<file path="src/rtl/adc_trig_pkg.sv">
`timescale 1ns/1ps
package adc_trig_pkg;
  typedef enum logic [0:0] {
    CTL_IDLE = 1'b0,
    CTL_BUSY = 1'b1
  } ctl_state_e;

  typedef struct packed {
    logic one;   // exactly one select high
    logic many;  // two or more selects high
  } sel_class_t;
endpackage

</file>
<file path="src/rtl/trig_edge_sync.sv">
`timescale 1ns/1ps
module trig_edge_sync #(
  parameter int SYNC_STAGES = 2
) (
  input  logic clk,
  input  logic rst,
  input  logic trig_async,
  output logic rise_o
);
  logic [SYNC_STAGES-1:0] chain_q;
  logic                   last_q;

  always_ff @(posedge clk) begin
    if (rst) begin
      chain_q <= '0;
      last_q  <= 1'b0;
    end else begin
      chain_q <= {chain_q[SYNC_STAGES-2:0], trig_async};
      last_q  <= chain_q[SYNC_STAGES-1];
    end
  end

  assign rise_o = chain_q[SYNC_STAGES-1] & ~last_q;

  AST_RISE_SINGLE: assert property (@(posedge clk) disable iff (rst)
    rise_o |=> !rise_o);
endmodule

</file>
<file path="src/rtl/sel_decode.sv">
`timescale 1ns/1ps
module sel_decode
  import adc_trig_pkg::*;
#(
  parameter int NUM_SETS = 4,
  parameter int IDX_W    = 2
) (
  input  logic [NUM_SETS-1:0] sel_i,
  output sel_class_t          cls_o,
  output logic [IDX_W-1:0]    idx_o
);
  localparam int CNT_W = $clog2(NUM_SETS + 1);

  // Each index bit is the OR of the select lines whose position has that bit set.
  for (genvar b = 0; b < IDX_W; b++) begin : g_idx_bit
    logic [NUM_SETS-1:0] mask;
    for (genvar i = 0; i < NUM_SETS; i++) begin : g_mask
      assign mask[i] = ((i >> b) & 1) == 1;
    end
    assign idx_o[b] = |(sel_i & mask);
  end

  logic [CNT_W-1:0] ones;
  always_comb begin
    ones = '0;
    for (int i = 0; i < NUM_SETS; i++) begin
      ones = ones + CNT_W'(sel_i[i]);
    end
    cls_o.one  = (ones == CNT_W'(1));
    cls_o.many = (ones > CNT_W'(1));
  end

  always_comb begin
    if (cls_o.one) begin
      AST_IDX_MATCH: assert (sel_i[idx_o]);
    end
  end
endmodule

</file>
<file path="src/rtl/conv_ctrl.sv">
`timescale 1ns/1ps
module conv_ctrl
  import adc_trig_pkg::*;
#(
  parameter int IDX_W = 2
) (
  input  logic             clk,
  input  logic             rst,
  input  logic             rise_i,
  input  logic             en_i,
  input  logic             cont_i,
  input  logic             abort_i,
  input  logic             done_i,
  input  sel_class_t       cls_i,
  input  logic [IDX_W-1:0] idx_i,
  output logic             start_o,
  output logic [IDX_W-1:0] set_idx_o,
  output logic             busy_o,
  output logic             err_o
);
  ctl_state_e       state_q;
  logic             cont_q;
  logic             start_q;
  logic             err_q;
  logic [IDX_W-1:0] idx_q;

  always_ff @(posedge clk) begin
    if (rst) begin
      state_q <= CTL_IDLE;
      cont_q  <= 1'b0;
      start_q <= 1'b0;
      err_q   <= 1'b0;
      idx_q   <= '0;
    end else begin
      start_q <= 1'b0;
      err_q   <= 1'b0;
      if (abort_i) begin
        state_q <= CTL_IDLE;
        cont_q  <= 1'b0;
      end else if (state_q == CTL_BUSY) begin
        if (done_i && !start_q) begin
          if (cont_q) start_q <= 1'b1;
          else        state_q <= CTL_IDLE;
        end
      end else if (rise_i && en_i) begin
        if (cls_i.one) begin
          state_q <= CTL_BUSY;
          start_q <= 1'b1;
          idx_q   <= idx_i;
          cont_q  <= cont_i;
        end else if (cls_i.many) begin
          err_q <= 1'b1;
        end
      end
    end
  end

  assign start_o   = start_q;
  assign err_o     = err_q;
  assign set_idx_o = idx_q;
  assign busy_o    = (state_q == CTL_BUSY);

  AST_START_PULSE: assert property (@(posedge clk) disable iff (rst)
    start_o |=> !start_o);
  AST_START_QUALIFIED: assert property (@(posedge clk) disable iff (rst)
    (start_o && !$past(busy_o)) |-> $past(rise_i && en_i && cls_i.one && !abort_i));
  AST_IDX_HELD: assert property (@(posedge clk) disable iff (rst)
    (busy_o && $past(busy_o)) |-> $stable(set_idx_o));
  AST_BUSY_IGNORES_EDGE: assert property (@(posedge clk) disable iff (rst)
    (busy_o && !done_i && !abort_i) |=> (busy_o && !err_o && !start_o));
  AST_CONT_RELAUNCH: assert property (@(posedge clk) disable iff (rst)
    (busy_o && done_i && !start_o && cont_q && !abort_i) |=> (start_o && busy_o));
  AST_SINGLE_RELEASE: assert property (@(posedge clk) disable iff (rst)
    (busy_o && done_i && !start_o && !cont_q && !abort_i) |=> !busy_o);
  AST_ERR_NO_START: assert property (@(posedge clk) disable iff (rst)
    err_o |-> (!start_o && !busy_o));
  AST_ERR_PULSE: assert property (@(posedge clk) disable iff (rst)
    err_o |=> !err_o);
  AST_ABORT_CLEARS: assert property (@(posedge clk) disable iff (rst)
    abort_i |=> (!busy_o && !start_o && !cont_q));
endmodule

</file>
<file path="src/rtl/adc_trig_arbiter.sv">
`timescale 1ns/1ps
module adc_trig_arbiter
  import adc_trig_pkg::*;
#(
  parameter int NUM_SETS    = 4,
  parameter int SYNC_STAGES = 2,
  localparam int IDX_W      = (NUM_SETS > 1) ? $clog2(NUM_SETS) : 1
) (
  input  logic                clk,
  input  logic                rst,
  input  logic                trig_en_i,
  input  logic                trig_async_i,
  input  logic [NUM_SETS-1:0] trig_sel_i,
  input  logic                cont_mode_i,
  input  logic                abort_i,
  input  logic                conv_done_i,
  output logic                conv_start_o,
  output logic [IDX_W-1:0]    set_idx_o,
  output logic                busy_o,
  output logic                sel_err_o
);
  logic             rise;
  sel_class_t       cls;
  logic [IDX_W-1:0] idx;

  trig_edge_sync #(.SYNC_STAGES(SYNC_STAGES)) u_sync (
    .clk        (clk),
    .rst        (rst),
    .trig_async (trig_async_i),
    .rise_o     (rise)
  );

  sel_decode #(.NUM_SETS(NUM_SETS), .IDX_W(IDX_W)) u_dec (
    .sel_i (trig_sel_i),
    .cls_o (cls),
    .idx_o (idx)
  );

  conv_ctrl #(.IDX_W(IDX_W)) u_ctrl (
    .clk       (clk),
    .rst       (rst),
    .rise_i    (rise),
    .en_i      (trig_en_i),
    .cont_i    (cont_mode_i),
    .abort_i   (abort_i),
    .done_i    (conv_done_i),
    .cls_i     (cls),
    .idx_i     (idx),
    .start_o   (conv_start_o),
    .set_idx_o (set_idx_o),
    .busy_o    (busy_o),
    .err_o     (sel_err_o)
  );
endmodule

</file>
<file path="config.mk">
export PLATFORM = sky130hd
export DESIGN_NAME = adc_trig_arbiter
export DESIGN_NICKNAME = d
export VERILOG_FILES = /design/src/rtl/adc_trig_pkg.sv /design/src/rtl/trig_edge_sync.sv /design/src/rtl/sel_decode.sv /design/src/rtl/conv_ctrl.sv /design/src/rtl/adc_trig_arbiter.sv
export SDC_FILE = /design/constraint.sdc
export NUM_CORES = 1
export LEC_CHECK = 0
export CAP_MARGIN = 30
export CORE_MARGIN = 5
export CORE_UTILIZATION = 30
export DETAILED_ROUTE_END_ITERATION = 12
export PLACE_DENSITY = 0.66
export REMOVE_ABC_BUFFERS = 1
export SLEW_MARGIN = 20
export SYNTH_ARGS = -nofsm -noshare
export SYNTH_HDL_FRONTEND = slang
export SYNTH_SLANG_ARGS = --single-unit
</file>
<file path="constraint.sdc">
create_clock -name clk -period 7 [get_ports clk]
set_clock_uncertainty 0.1 [all_clocks]
set_input_delay 1.4 -clock clk [delete_from_list [all_inputs] [get_ports clk]]
set_output_delay 1.4 -clock clk [all_outputs]
set_load 0.005 [all_outputs]
</file>
# [Word-level counts from Yosys, hierarchy flattened]
# Cells that the tools add are included.
[totals] wordCells=34 reg_bits=9 output_inout_bits=5
[classes] eq_ne=1 n_addsub=3 muxes=8 order_cmp=1 bitwise=5 n_reduce_logical=9
[ops] operator="1-bit two-way mux" count=8
[ops] operator="3-bit by 1-bit adder with 3-bit output" count=2
[ops] operator="2-bit OR reduction" count=3
[ops] operator="5-bit OR reduction" count=1
[ops] operator="1-bit inverter" count=4
[ops] operator="4-bit AND reduction" count=1
[ops] operator="3-bit by 1-bit == test with 1-bit output (second input constant)" count=1
[ops] operator="3-bit by 1-bit > comparator with 1-bit output (second input constant)" count=1
[ops] operator="3-bit AND reduction" count=1
[ops] operator="1-bit by 1-bit adder with 2-bit output" count=1
[ops] operator="1-bit logical AND" count=2
[ops] operator="1-bit AND" count=1
[ops] operator="1-bit zero test" count=1

# [Longest topological paths before layout]
# Gate-level depths: netlist of run 1.
[logic_depth] ltp_word=7 depth_mapped=7 depth_no_buf=7

# [Hierarchy]
# A second synthesis of run 1 with hierarchy kept.
[hier_totals] cells_unflattened=46 area_unflattened_um2=464.2
[by_module_without_submodules] module="conv_ctrl" instances=1 seq_area_each_um2=120.1 cells_each=25 area_per_inst_um2=272.8
[by_module_without_submodules] module="sel_decode" instances=1 seq_area_each_um2=0.0 cells_each=14 area_per_inst_um2=103.8
[by_module_without_submodules] module="trig_edge_sync" instances=1 seq_area_each_um2=60.1 cells_each=7 area_per_inst_um2=87.6

# [Worst setup path after synthesis of run 1]
# OpenSTA, ideal clock, no wires.
[synth_path] kind="input to register" start="in trig_sel_i[0]" end="reg u_ctrl.idx_q[0], in the netlist u_ctrl.set_idx_o[0]" slack_ps=3601 cell_stages=7 setup_time_ps=120 t_arrival_ps=3179 required_time_ps=6780 path_buffers=0 path_cell_list="ha_1 > fa_1 > inv_1 > ha_1 > nand2b_1 > or4_4 > mux2i_1"
[synth_between] elab_chain_cells=5
[synth_lines] item="start: declaration" line_no="adc_trig_arbiter.sv:13" rtl="input logic [NUM_SETS-1:0] trig_sel_i,"
[synth_lines] item="1-bit by 1-bit adder with 2-bit output" line_no="sel_decode.sv:27" rtl="ones = ones + CNT_W'(sel_i[i]);"
[synth_lines] item="3-bit by 1-bit adder with 3-bit output (2 in series)" line_no="sel_decode.sv:27"
[synth_lines] item="3-bit by 1-bit == test with 1-bit output" line_no="sel_decode.sv:29" rtl="cls_o.one = (ones == CNT_W'(1));"
[synth_lines] item="4-bit AND reduction (no source line)"
[synth_lines] item="end signal: assignment" line_no="conv_ctrl.sv:49" rtl="idx_q <= idx_i;"
[synth_lines] item="end: declaration" line_no="conv_ctrl.sv:25" rtl="logic [IDX_W-1:0] idx_q;"
# No other way between the ends.
# A chain may end at the register's enable or synchronous reset.

# [Worst setup path in the final report of run 1]
[layout_path] start="in trig_sel_i[1]" end="reg u_ctrl.idx_q[1], in the netlist u_ctrl.set_idx_o[1]"
# Same word-level chain as after synthesis.

==> metrics.md, run 1 <==
| Metric | Value |
|---|---|
| Status | `finished clean` |
| Pin count of the biggest net entering global routing | `9` |
| Leakage | `roughly 0.24 nW` |
| Initial Util | `roughly a third` |
| Power density of the placed cells | `roughly 170 nW/µm²` |
| Top-area cell type share of the netlist area | `41.4%` |
| Final setup violating endpoints | `0` |
| First-pass DRT Iterations | `4` |
| CTS tree | `built` |
| Final Hold Vio Count | `0` |
| Nets | `76` |
| Seq/Total Area, Yosys | `41.4%` |
| Max Cap Violations | `0` |
| Max Slew Vio Count | `0` |
| Root Buffer | `clkbuf_4` |
| Synth cell types | `22` |
| Most numerous cell in the Yosys netlist | `dfxtp_1` |
| GRT overflow | `0` |
| Post-synthesis async set-or-reset flop share | `0%` |
| Vias in the first global route | `a little over 400` |
| Die area | `2310 µm²` |
| Tot GR Track Use | `about a tenth` |
| P_sw | `0.0250 mW` |
| Vias post-DR | `approximately 390` |
| Synth Register Bits | `9` |
| RSZ-0062 raised after global routing | `no` |
| DRC viols | `0` |
| First-pass GRT wire length | `between 1.5 and 2 mm` |
| Most frequent cells after synthesis | `dfxtp_1, nand2b_1, nor2b_1` |
| Area of the mapped netlist | `between 400 and 500 µm²` |
| Data arrival time of the worst path | `roughly 3.7 ns` |
| CTS hold repair buffers | `0` |
| Ant diodes | `0` |
| Power share of the combinational group | `between 10% and 20%` |
| Reg clk slew, reported paths | `about 0.050 ns` |
| VDD IR max | `roughly 97 µV` |
| Hold Slack | `around 0.34 ns` |
| IO buf count | `15` |
| Non-Filler Instances | `76` |
| Antenna violations before repair | `0` |
| ANT nets after route | `0` |
| Crit. End Element | `register` |
| Internal Power | `about 0.085 mW` |
| Rows | `13` |
| Slew HR | `77.1%` |
| RePlAce Congestion | `between 0.7 and 0.8` |
| Synthesis Warnings | `0` |
| Die Width | `approximately 48 µm` |
| Synthesized netlist cell count | `42` |
| Syn_area_per_cell | `between 10 and 15 µm²` |
| Fill count | `140` |
| Startpoint Class | `input pin` |
| WS Path Type | `input pin to register` |
| Flop pwr share | `47.8%` |
| Clock buffer depth | `2` |
| P&R area growth vs syn | `44.8%` |
| Top_reg_cell synth | `dfxtp_1` |
| CTS-repair resized insts | `0` |
| Period utilisation layout | `a little over half` |
| Synth area leaders | `dfxtp_1, ha_1, nand2b_1` |
| CORE AREA | `between 1000 and 1500 µm²` |
| Drt initial violations | `5` |
| I/O pins | `16` |
| Sink Count | `9` |
| Post-CTS repair timing setup buffer count | `0` |
| Least-Margin Pin Slew | `between 0.3 and 0.4 ns` |
| Avg Vias per Cell | `a little over 5` |
| Cells after DPL | `about 70` |
| Chip height | `around 48 µm` |
| Fin Setup TNS | `0 ns` |
| Net Sw Frac | `22.7%` |
| Hold Crit Class | `register to register` |
| Register area | `180 µm²` |
| CTS H-tree depth | `1` |
| Num CTS Buffers | `3` |
| Later-pin clock latency in the skew report | `around 0.26 ns` |
| Multi-input gate area | `roughly 250 µm²` |
| Post-DR wirelength/cell | `between 10 and 15 µm` |
| Area leader, netlist | `dfxtp_1` |
| Final WL | `909 µm` |
| Clock power share | `a little over a third` |
| Period minus WS final | `3.67 ns` |
| Number of flops mapped to enable cells by yosys | `0` |
| Layout cell share with drive strength beyond 1 | `between 10% and 20%` |
| Fmax achieved | `~270 MHz` |
| CP Max Fanout | `4` |
| WP data required | `roughly 7.0 ns` |
-- cell usage in the layout (no fill, tap or decap), drive strengths merged, types with 2 or more instances in the layout --
cell and instances:
a21oi 3, ha 2, o21bai 2, clkdlybuf4s50 15, dfxtp 9, nand2b 4, clkbuf 4, mux2i 2
nor2b 4, inv 2
-- metal layers --
layer  track usage, %  share of wire, %
met1             11.8                43
met4             4.84              0.88
met5                0                 0
met3             6.64               8.8
met2             15.3                47
-- stage by stage --
step	instance area, µm²	worst slack, ns	total power [mW]	utilization [%]
floorplan	435	3.60	0.0632	-
global placement	604	3.10	0.0721	45.3
detailed placement	604	3.07	0.0725	45.3
CTS	631	3.34	0.113	47.3
global route	631	3.25	0.119	47.3
finish	631	3.33	0.110	47.3
-- cell families (layout without fill, tap and decap cells) --
kind of cell	count (synthesis)	count (layout)	synth area share [%]
AO/OA/AOI/OAI	9	9	13.5
multiplexers	2	2	4.60
flip-flops	9	9	41.4
AND/OR/NAND/NOR	17	17	28.4
buffers and inverters	2	21	1.72
adder cells (fa/ha/maj)	3	3	10.3
-- flip-flops by register name, indices dropped and copies added (netlist names) --
| register | flops |
|---|---|
| u_ctrl.busy_o | 1 |
| u_ctrl.cont_q | 1 |
| u_sync.chain_q | 2 |
| u_ctrl.start_o | 1 |
| u_ctrl.err_o | 1 |
| u_sync.last_q | 1 |
| u_ctrl.set_idx_o | 2 |
-- critical path: stages --
cell	delay, ns
clkdlybuf4s50_1	0.48
ha_1	0.24
fa_1	0.44
inv_1	0.08
ha_1	0.23
nand2b_1	0.16
or4_4	0.54
mux2i_1	0.14
-- worst paths after layout --
path         depth (start not counted)                   to  slack, ns              start
max reg2reg                          3  u_ctrl.set_idx_o[1]       5.62      u_ctrl.busy_o
max                                  8  u_ctrl.set_idx_o[1]       3.33      trig_sel_i[1]
min                                  1    u_sync.chain_q[1]       0.34  u_sync.chain_q[0]
min reg2reg                          1    u_sync.chain_q[1]       0.34  u_sync.chain_q[0]
-- cell type report --
cell class,instances,share of cell area [%]
repair buffers,15,23.8
flip-flops and latches,9,28.6
inverters,2,1.19
multi-input cells,31,39.3
well taps,15,2.98
clock buffers,4,4.17
-- power groups by stage --
stage | combinational (mW) | clock, mW | sequential, mW
2_1_floorplan | 0.00961 | 0 | 0.0536
6_report | 0.0189 | 0.0385 | 0.0525
3_3_place_gp | 0.0185 | 0 | 0.0536
5_1_grt | 0.0211 | 0.0454 | 0.0526
4_1_cts | 0.0189 | 0.0413 | 0.0525
3_5_place_dp | 0.0188 | 0 | 0.0536
Power figures use the tool's default switching activity.
==> run 2, diff against run 1 <==
==> constraint.sdc (replaced) <==
create_clock -name clk -period 3.6 [get_ports clk]
set_clock_uncertainty 0.1 [all_clocks]
set_input_delay 0.72 -clock clk [delete_from_list [all_inputs] [get_ports clk]]
set_output_delay 0.72 -clock clk [all_outputs]
set_load 0.005 [all_outputs]
==> run 2 against run 1 <==
  * First-iteration DRC count shrank 20%
  * Total power increased by 93%
  * Largest power group unchanged
  * Die area is the same
  * Global-route usage shrank 1.5 points
  * Final area is the same
  * Sequential share of layout area did not move
  * Critical path type unchanged
==> metrics.md, run 2 (same netlist as run 1, synthesis figures left out) <==
| Metric | Value |
|---|---|
| Hold Crit Depth | `1 (unchanged)` |
| Cells after DPL | `72 (unchanged)` |
| Commonest non-fill, non-tap cell in the layout | `clkdlybuf4s50_1` |
| Post-DR wirelength/cell | `11.0 µm (-8.4%)` |
| ANT nets after route | `0 (unchanged)` |
| Data arrival time of the worst path | `3.01 ns (-0.70 ns)` |
| First-pass DRT Iterations | `3 (-1)` |
| CTS-repair resized insts | `0 (unchanged)` |
| Post-CTS repair timing setup buffer count | `0 (unchanged)` |
| Initial Util | `32.6% (unchanged)` |
| Least-Margin Pin Slew | `0.305 ns (-0.0304 ns)` |
| Chip height | `48.1 µm (unchanged)` |
| Tot GR Track Use | `8.89% (-1.5 points)` |
| Final setup violating endpoints | `0 (unchanged)` |
| Antenna violations before repair | `0 (unchanged)` |
| Slew HR | `79.2% (+2.1 points)` |
| Power density of the placed cells | `336 nW/µm² (+93%)` |
| Crit path from | `trig_sel_i[1]` |
| Fin Setup TNS | `0 ns (unchanged)` |
| Num CTS Buffers | `3 (unchanged)` |
| Reg2Reg Setup Slack | `2.22 ns (-3.40 ns)` |
| RSZ-0062 raised after global routing | `no` |
| Rows | `13 (unchanged)` |
| Crit path largest cell delay | `0.54 ns (about the same)` |
| RePlAce Congestion | `0.757 (-2.3%)` |
| Later-pin clock latency in the skew report | `0.25 ns (about the same)` |
| DRC viols | `0 (unchanged)` |
| CTS H-tree depth | `1 (unchanged)` |
| CTS hold repair buffers | `0 (unchanged)` |
| Worst Reg2Reg Path Length in Cells | `3 (unchanged)` |
| Fmax achieved | `336 MHz` |
| Vias in the first global route | `324 (-20%)` |
| Period minus WS final | `about 3 ns` |
| Ant diodes | `0 (unchanged)` |
| Worst Path Buf+Inv | `2 (unchanged)` |
| Crit Reg-Reg Endpoint | `u_ctrl.set_idx_o[1]` |
| Family with the most delay on the worst path | `adder cells` |
| Pin count of the biggest net entering global routing | `9 (unchanged)` |
| Hold path startpoint | `u_sync.chain_q[0]` |
| Sink Count | `9 (unchanged)` |
| Final WL | `833 µm (-8.4%)` |
| CTS tree | `built` |
| WP data required | `3.64 ns (-3.40 ns)` |
| Vias post-DR | `361 (-8.4%)` |
| CORE AREA | `1330 µm² (unchanged)` |
| Layout cell share with drive strength beyond 1 | `11.5% (unchanged)` |
| Die area | `2310 µm² (unchanged)` |
| Tot Pwr | `0.212 mW (+93%)` |
| Fill count | `133 (-5.0%)` |
| R2R Path Start | `u_ctrl.busy_o` |
| Crit. End Element | `register` |
| Period utilisation layout | `just over 80%` |
| Max Slew Vio Count | `0 (unchanged)` |
| Max Cap Violations | `0 (unchanged)` |
| Startpoint Class | `input pin` |
| First-pass GRT wire length | `1.32 mm (-18%)` |
| Die Width | `48.1 µm (unchanged)` |
| Avg Vias per Cell | `4.75 (-8.4%)` |
| Drt initial violations | `4 (-1)` |
| Clock buffer depth | `2 (unchanged)` |
| Root Buffer | `clkbuf_4` |
| GRT overflow | `0 (unchanged)` |
| Slowest-stage cell, CP | `or4_4` |
| Non-Filler Instances | `76 (unchanged)` |
| VDD IR max | `156 µV (+61%)` |
| IO buf count | `15 (unchanged)` |
| DP HPWL | `687 µm` |
| Most frequent cells in the layout | `clkdlybuf4s50_1, dfxtp_1, nor2b_1, nand2b_1` |
| CP Max Fanout | `4 (unchanged)` |
| Status | `finished clean` |
| Hold Crit Class | `register to register` |
| Final Hold Vio Count | `0 (unchanged)` |
| Crit path cell chain | `clkdlybuf4s50_1, ha_1, fa_1, inv_1, ha_1, nand2b_1, or4_4, mux2i_1` |
| WS Path Type | `input pin to register` |
| Endpoint, Worst Hold | `u_sync.chain_q[1]` |
| P&R area growth vs syn | `44.8% (unchanged)` |
| Most common cell on crit path | `ha_1` |
| I/O pins | `16 (unchanged)` |
| Nets | `76 (unchanged)` |
| Reg clk slew, reported paths | `0.06 ns (about the same)` |
| Leakage | `0.238 nW (unchanged)` |
| Hold Slack | `0.337 ns (+0.000312 ns)` |
==> run 2: cell counts in the layout (fill, tap and decap cells not counted) <==
Identical to the previous run, type by type.
==> run 2: worst max path at each step <==
| stage | cells after the start | slack [ns] | endpoint |
|---|---|---|---|
| 2_1_floorplan | 7 | 0.88 | u_ctrl.set_idx_o[0] |
| 3_3_place_gp | 8 | 0.35 | u_ctrl.set_idx_o[1] |
| 3_5_place_dp | 8 | 0.37 | u_ctrl.set_idx_o[0] |
| 4_1_cts | 8 | 0.62 | u_ctrl.set_idx_o[1] |
| 5_1_grt | 8 | 0.53 | u_ctrl.set_idx_o[1] |
| 6_report | 8 | 0.62 | u_ctrl.set_idx_o[1] |
==> run 2: cell type report <==
class	instances	area [µm²]	area share [%]
multi-input combinational	31	248	39.3
tap	15	18.8	2.98
clock buffer	4	26.3	4.17
timing repair buffer	15	150	23.8
sequential	9	180	28.6
inverter	2	7.51	1.19
==> run 2: power by group <==
| part | switching, mW | total [mW] | internal (mW) |
|---|---|---|---|
| registers | 0.000733 | 0.102 | 0.101 |
| logic | 0.0145 | 0.0356 | 0.0211 |
| clock network | 0.0319 | 0.0744 | 0.0425 |
| total | 0.0471 | 0.212 | 0.165 |
==> run 2: metal layers <==
metal  wire length [µm]  global-route usage [%]
met4                  9                    6.45
met3                 60                    4.43
met5                  0                       0
met2                396                    13.5
met1                367                    9.53
==> run 2: worst reg2reg max path, stage by stage (launching register included) <==
cell and delay (ns):
dfxtp_1 0.33, nand4bb_1 0.23, or4_4 0.46, mux2i_1 0.14
==> run 2: stage by stage <==
stage	setup WS (ns)	util (%)	instance area, µm²
6_report	0.624	47.3	631
5_1_grt	0.532	47.3	631
4_1_cts	0.620	47.3	631
3_5_place_dp	0.367	45.3	604
3_3_place_gp	0.353	45.3	604
2_1_floorplan	0.881	-	435
